===== config.mk =====
export PLATFORM = sky130hd
export DESIGN_NAME = clk_mux_frac_div
export DESIGN_NICKNAME = d
export VERILOG_FILES = /design/src/rtl/cmx_pkg.sv /design/src/rtl/cmx_regs.sv /design/src/rtl/cmx_src_sel.sv /design/src/rtl/cmx_phase_div.sv /design/src/rtl/clk_mux_frac_div.sv
export SDC_FILE = /design/constraint.sdc
export NUM_CORES = 1
export LEC_CHECK = 0
export BUFFER_PORTS_ARGS = -buffer_cell sky130_fd_sc_hd__buf_2
export CAP_MARGIN = 0
export CORE_UTILIZATION = 39
export CTS_CLUSTER_DIAMETER = 200
export DETAILED_ROUTE_END_ITERATION = 8
export PLACE_DENSITY = 0.77
export SLEW_MARGIN = 20
export SYNTH_ARGS = -nofsm -noshare
export SYNTH_HDL_FRONTEND = slang
export SYNTH_SLANG_ARGS = --single-unit

===== constraint.sdc =====
create_clock -name clk -period 2.4 [get_ports clk]
set_input_delay 0.36 -clock clk [delete_from_list [all_inputs] [get_ports clk]]
set_output_delay 0.36 -clock clk [all_outputs]
set_load 0.1 [all_outputs]

===== src/rtl/cmx_pkg.sv =====
// Package: shared register addresses and bit positions for the clock
// source mux / fractional divider slice.
// Assumes a one-bit register address space (two words).
package cmx_pkg;
    localparam int unsigned REG_W        = 32;
    localparam int unsigned SEL_W        = 4;
    localparam logic        ADDR_CTL     = 1'b0;
    localparam logic        ADDR_DIV     = 1'b1;
    localparam int unsigned CTL_EN_BIT   = 4;
    localparam int unsigned CTL_BUSY_BIT = 7;
    localparam int unsigned DIV_INT_LSB  = 12;

    // Holds the live configuration seen by the datapath.
    typedef struct packed {
        logic [SEL_W-1:0] sel;
        logic             en;
    } ctl_t;

    // Builds the control word as it is read back: busy follows enable.
    function automatic logic [REG_W-1:0] pack_ctl(input ctl_t c);
        logic [REG_W-1:0] w;
        w = '0;
        w[SEL_W-1:0]    = c.sel;
        w[CTL_EN_BIT]   = c.en;
        w[CTL_BUSY_BIT] = c.en;
        return w;
    endfunction
endpackage


===== src/rtl/cmx_regs.sv =====
// Module: cmx_regs
// Holds the control word and the divisor field. Busy is not stored; it is
// derived from enable on readback, so writes to it vanish. The divisor
// field is taken from bits [12+INT_BITS-1 : 12-FRAC_BITS] of the write data.
// Assumes FRAC_BITS <= 12 and INT_BITS <= 20.
module cmx_regs
    import cmx_pkg::*;
#(
    parameter int unsigned INT_BITS  = 4,
    parameter int unsigned FRAC_BITS = 2,
    localparam int unsigned DW       = INT_BITS + FRAC_BITS,
    localparam int unsigned DIV_W    = (DW == 0) ? 1 : DW,
    localparam int unsigned FLD_LSB  = DIV_INT_LSB - FRAC_BITS
) (
    input  logic             clk,
    input  logic             rst_n,
    input  logic             wr_en,
    input  logic             wr_addr,
    input  logic [REG_W-1:0] wr_data,
    input  logic             rd_addr,
    output logic [REG_W-1:0] rd_data,
    output ctl_t             ctl,
    output logic [DIV_W-1:0] div,
    output logic             cfg_wr
);
    ctl_t             ctl_q;
    logic [REG_W-1:0] rd_div;

    // Control register update: selector and enable only.
    always_ff @(posedge clk) begin
        if (!rst_n) begin
            ctl_q <= '0;
        end else if (wr_en && wr_addr == ADDR_CTL) begin
            ctl_q.sel <= wr_data[SEL_W-1:0];
            ctl_q.en  <= wr_data[CTL_EN_BIT];
        end
    end

    generate
        if (DW == 0) begin : g_no_div
            // No divisor field exists in this configuration.
            assign div    = '0;
            assign rd_div = '0;
        end else begin : g_div
            logic [DIV_W-1:0] div_q;

            // Divisor register update: extract the packed fixed-point field.
            always_ff @(posedge clk) begin
                if (!rst_n) begin
                    div_q <= '0;
                end else if (wr_en && wr_addr == ADDR_DIV) begin
                    div_q <= wr_data[FLD_LSB +: DIV_W];
                end
            end

            assign div = div_q;

            // Readback places the field back at its bit position.
            always_comb rd_div = REG_W'(div_q) << FLD_LSB;
        end
    endgenerate

    // Read multiplexer.
    always_comb rd_data = (rd_addr == ADDR_CTL) ? pack_ctl(ctl_q) : rd_div;

    assign ctl    = ctl_q;
    assign cfg_wr = wr_en;
endmodule


===== src/rtl/cmx_src_sel.sv =====
// Module: cmx_src_sel
// Picks the pulse of the source named by the selector. Selector values at
// or above NUM_SRC decode to no source and give a constant zero.
// Assumes NUM_SRC <= 2**SEL_W.
module cmx_src_sel
    import cmx_pkg::*;
#(
    parameter int unsigned NUM_SRC = 10
) (
    input  logic [NUM_SRC-1:0] src_pulse,
    input  logic [SEL_W-1:0]   sel,
    output logic               sel_pulse
);
    logic [NUM_SRC-1:0] hit;

    generate
        for (genvar i = 0; i < NUM_SRC; i++) begin : g_dec
            // One comparator per source.
            assign hit[i] = src_pulse[i] && (sel == SEL_W'(i));
        end
    endgenerate

    // At most one bit of hit can be set, so OR-reduction selects it.
    always_comb sel_pulse = |hit;
endmodule


===== src/rtl/cmx_phase_div.sv =====
// Module: cmx_phase_div
// Divides the selected pulse stream. Each selected pulse adds 2^FRAC_BITS
// to a phase accumulator; when it reaches the divisor, the divisor is
// taken away and one output pulse is registered. A divisor at or below
// 2^FRAC_BITS passes every pulse. With zero field widths it is a plain
// one-cycle pass-through. Any register write clears the phase.
module cmx_phase_div #(
    parameter int unsigned INT_BITS  = 4,
    parameter int unsigned FRAC_BITS = 2,
    localparam int unsigned DW       = INT_BITS + FRAC_BITS,
    localparam int unsigned DIV_W    = (DW == 0) ? 1 : DW,
    localparam int unsigned ACC_W    = DIV_W + 1
) (
    input  logic             clk,
    input  logic             rst_n,
    input  logic             sel_pulse,
    input  logic             en,
    input  logic             cfg_wr,
    input  logic [DIV_W-1:0] div,
    output logic [ACC_W-1:0] acc,
    output logic             out_pulse
);
    logic out_q;

    generate
        if (DW == 0) begin : g_bypass
            // Pass-through: register the gated selected pulse.
            always_ff @(posedge clk) begin
                if (!rst_n) out_q <= 1'b0;
                else        out_q <= sel_pulse && en && !cfg_wr;
            end
            assign acc = '0;
        end else begin : g_accum
            localparam logic [ACC_W-1:0] STEP = ACC_W'(1) << FRAC_BITS;
            logic [ACC_W-1:0] acc_q;
            logic [ACC_W-1:0] sum;
            logic [ACC_W-1:0] div_x;

            // Next phase if this pulse is counted.
            always_comb begin
                div_x = ACC_W'(div);
                sum   = acc_q + STEP;
            end

            // Phase accumulator and output strobe.
            always_ff @(posedge clk) begin
                if (!rst_n) begin
                    acc_q <= '0;
                    out_q <= 1'b0;
                end else if (cfg_wr) begin
                    acc_q <= '0;
                    out_q <= 1'b0;
                end else if (en && sel_pulse && div_x != '0) begin
                    if (div_x <= STEP) begin
                        acc_q <= '0;
                        out_q <= 1'b1;
                    end else if (sum >= div_x) begin
                        acc_q <= sum - div_x;
                        out_q <= 1'b1;
                    end else begin
                        acc_q <= sum;
                        out_q <= 1'b0;
                    end
                end else begin
                    out_q <= 1'b0;
                end
            end

            assign acc = acc_q;
        end
    endgenerate

    assign out_pulse = out_q;
endmodule


===== src/rtl/clk_mux_frac_div.sv =====
// Module: clk_mux_frac_div (top)
// Clock generator slice: register port, source selector and fractional
// divider. All sources are enable pulses in the clk domain.
// Assumes NUM_SRC <= 16, FRAC_BITS <= 12, INT_BITS <= 20.
module clk_mux_frac_div
    import cmx_pkg::*;
#(
    parameter int unsigned NUM_SRC   = 10,
    parameter int unsigned INT_BITS  = 4,
    parameter int unsigned FRAC_BITS = 2,
    localparam int unsigned DW       = INT_BITS + FRAC_BITS,
    localparam int unsigned DIV_W    = (DW == 0) ? 1 : DW,
    localparam int unsigned ACC_W    = DIV_W + 1
) (
    input  logic               clk,
    input  logic               rst_n,
    input  logic [NUM_SRC-1:0] src_pulse,
    input  logic               wr_en,
    input  logic               wr_addr,
    input  logic [31:0]        wr_data,
    input  logic               rd_addr,
    output logic [31:0]        rd_data,
    output logic               out_pulse
);
    ctl_t             cfg_ctl;
    logic [DIV_W-1:0] cfg_div;
    logic             cfg_wr;
    logic             sel_pulse;
    logic [ACC_W-1:0] acc_val;

    cmx_regs #(
        .INT_BITS (INT_BITS),
        .FRAC_BITS(FRAC_BITS)
    ) regs_i (
        .clk    (clk),
        .rst_n  (rst_n),
        .wr_en  (wr_en),
        .wr_addr(wr_addr),
        .wr_data(wr_data),
        .rd_addr(rd_addr),
        .rd_data(rd_data),
        .ctl    (cfg_ctl),
        .div    (cfg_div),
        .cfg_wr (cfg_wr)
    );

    cmx_src_sel #(
        .NUM_SRC(NUM_SRC)
    ) sel_i (
        .src_pulse(src_pulse),
        .sel      (cfg_ctl.sel),
        .sel_pulse(sel_pulse)
    );

    cmx_phase_div #(
        .INT_BITS (INT_BITS),
        .FRAC_BITS(FRAC_BITS)
    ) div_i (
        .clk      (clk),
        .rst_n    (rst_n),
        .sel_pulse(sel_pulse),
        .en       (cfg_ctl.en),
        .cfg_wr   (cfg_wr),
        .div      (cfg_div),
        .acc      (acc_val),
        .out_pulse(out_pulse)
    );
endmodule


==> impl_results.md <==
- #FFs+latches synth: 19
- Setup CP Type: register to register
- Non-Filler Instances: 270
- Die height: between 60 and 70 um
- CTS tree: yes
- XOR/XNOR Fraction of Synth Area: under 10%
- DR iter-0 viols: 46
- Cell taking the most area after synthesis: dfxtp_1
- Run status: complete, no violations
- Die width: roughly 63 um
- Final Cycle Share: 94.42%
- TritonCTS Buffers: 3
- Post-synthesis simple-gate area fraction: between 20% and 30%
- GPL Wtd Cong: 0.8680
- Ys Warns: 0
- # nets final: 280
- Initial antenna violation count: 0
- First-pass GRT wire length: 5.147 mm
- PortBufs: 38
- Slew margin rel.: between 60% and 70%
- Avg Inst Size Synth: just over 8 um^2
- Core area: around 3500 um^2
- Clk_skew: between 0.006 and 0.007 ns
- Post-route antenna net violation count: 0
- Post-synthesis cell area: between 1000 and 1500 um^2
- Largest net degree at the start of global routing: 14
- Initial core utilization: roughly 42%
- PnR worst setup slack: about 0.13 ns
- CTS clk-pin slew, worst paths: approximately 0.07 ns
- Multi-input gate area: slightly below 1000 um^2
- Number of global-route vias before repair: 1135
- Ys flop type: dfxtp_1
- GRT Total Usage: between 10% and 20%
- CP bufs+invs: 1
- Cell family with most CP delay: simple AND/OR/NAND/NOR gates
- Worst-Skew Late Latency: 0.25 ns
- Layout cell share with drive strength beyond 1: 28.57%
- Final slew viol count: 0
- TritonCTS Sinks: 19
- Worst slew pin tran: roughly 0.59 ns
- Hold_buf cts: 0
- Register area share after synthesis: between 20 and 30%
- TritonRoute pass-1 iters: 4
- R2r worst-path depth: 8
- Final Hold Viols: 0
- Rows: 21
- CP max-delay cell: or4_1
- Area occupied by registers: between 300 and 400 um^2
- Number of flops mapped to enable cells by yosys: 0
- Pwr per Cell Area: ~500 nW/um^2
- Crit path max fanout: 5
- CP Capture Type: register
- Final setup viols: 0
- Clock tree root driver cell: clkbuf_8
- CP Cell Sequence: inv_1, ha_1, nor2b_1, o31ai_1, a21oi_1, or2_4, or4_1, a31oi_1
- Detailed placer's ending HPWL: 2.541 mm
- Peak supply drop: between 0.4 and 0.5 mV
- Netlist cell types: 42
- Synth-to-layout area growth: 20.71%
- Die ar.: about 4000 um^2
- CP max stage delay: between 0.4 and 0.5 ns
- Routed vias: 1304
- Critical Path AT: about 2.5 ns
- Avg WL per Cell: 11.55 um
- Max cap viols: 0
- Routed wire length: between 3 and 4 mm
- Vias per cell: ~4.8
- Hold crit path type: input pin to register
- Residual DRC: 0
- Antenna cell count: 0
- I/O pins: 80
- CP startpoint kind: register
- Mux cell area share after synthesis: a little under a tenth
- Critical path depth: 8
- FFs w/ async S/R, synth: 0%
- CP required: between 2 and 3 ns
- Leakage: between 0.7 and 0.8 nW
- WHS Path Cells: 3
- Pre-CTS setup slack: -0.003330 ns
- Dpl cells: about 270
- Achievable frequency: roughly 0.44 GHz
- Synth top area cells: dfxtp_1 (26%), buf_4 (11%), ha_1 (5.9%)
- Main combinational cell family by area after synthesis: simple AND/OR/NAND/NOR gates
- Overflow after GRT: 0
- Final min period: between 2 and 2.5 ns
- Synth Area in Compound Gates: between 10% and 20%
- H-tree depth: 1
- Post-synthesis cell count: 180
- Clock Path Buffers: 2
- Adder-cell share of the synthesized area: approximately 7.3%
- Synth top area share: ~26%
- Fillcell total: ~370
[kinds of logic (layout without fill, tap and decap cells)]
family          after synthesis  in the layout
simple gates                 68             68
buf+inv                      39             64
compound gates               30             30
flops                        19             19
mux                          10             10
fa+ha+maj                     8              8
xor+xnor                      5              5
other cells                   1             20
[sequential cells by signal, indices dropped and copies added (netlist names)]
signal and flops:
regs_i.div 6, div_i.out_pulse 1, regs_i.ctl 5, div_i.acc 7
[per-stage QoR]
stage	setup TNS [ns]	util, %	hold WS, ns	power, mW	cell area (um^2)
3_5_place_dp	-0.003330	48.52	0.4718	0.6687	1683
5_1_grt	-0.002776	51.30	0.3509	0.9354	1779
3_3_place_gp	0	48.52	0.4619	0.6651	1683
6_report	0	51.30	0.3504	0.8875	1779
4_1_cts	0	50.29	0.3497	0.8913	1744
2_1_floorplan	0	-	0.4486	0.6353	1548
[worst paths after layout]
check | from | endpoint | slack, ns
worst max-delay path | regs_i.div[1]$_SDFFE_PN0P_ | div_i.acc[2]$_SDFFE_PP0P_ | 0.13
worst min-delay path | wr_data[3] | regs_i.ctl[4]$_SDFFE_PN0P_ | 0.35
worst max register to register | regs_i.div[1]$_SDFFE_PN0P_ | div_i.acc[2]$_SDFFE_PP0P_ | 0.13
worst min register to register | div_i.acc[0]$_SDFFE_PP0P_ | div_i.acc[0]$_SDFFE_PP0P_ | 0.48
[synth_stat cells (2+ instances only)]
| cell type | instances |
|---|---|
| buf_4 | 21 |
| dfxtp_1 | 19 |
| nand2_1 | 15 |
| inv_1 | 12 |
| nor2b_1 | 12 |
| nand3_1 | 11 |
| nor2_1 | 11 |
| ha_1 | 7 |
| mux2i_1 | 7 |
| a21boi_0 | 6 |
| and2_1 | 6 |
| a21oi_1 | 5 |
| clkbuf_1 | 5 |
| nor3_1 | 4 |
| o21ai_0 | 4 |
| a32o_1 | 3 |
| xor2_1 | 3 |
| mux4_1 | 2 |
| o32ai_1 | 2 |
| or4_1 | 2 |
| xnor2_1 | 2 |
[cells in the final DEF, fill, tap and decap left out, types with 6 or more instances in the layout]
cell type  instances
buf_2             38
conb_1            20
dfxtp_1           17
nand2_1           15
inv_1             12
nand3_1           11
nor2_1            11
nor2b_1           11
buf_4             10
mux2i_1            7
and2_1             6
a21boi_0           6
[where the power goes]
part	leakage, nW	switching [mW]	internal, mW	total (mW)
logic	0.609	0.253	0.0816	0.335
registers	0.155	0.00841	0.324	0.333
clock network	0.0217	0.103	0.117	0.220
[tightest hold or removal path, stage by stage]
cell,delay (ns)
buf_2,0.07
a21oi_1,0.05
nor2b_1,0.09
[layer usage]
metal	vias up	GRT usage [%]	wire length, um
met5	-	0	0
met4	0	5.114	13
met3	2	1.449	101
met2	33	25.40	1460
met1	598	22.35	1542
li1	671	-	-
[cell type report]
class	count	share of cell area, %
clock buffer	3	2.321
sequential	19	21.52
timing repair buffer	48	14.91
inverter	12	2.532
tap	46	3.235
multi-input combinational	141	55.06
clock inverter	1	0.4219
[what timing repair did]
item	4_1_cts	5_1_grt
endpoints found under the setup margin	1	4
pin swaps	0	1
resized for setup	1	8
setup buffers	0	0
Note: power is estimated with default switching activity, not from simulation.
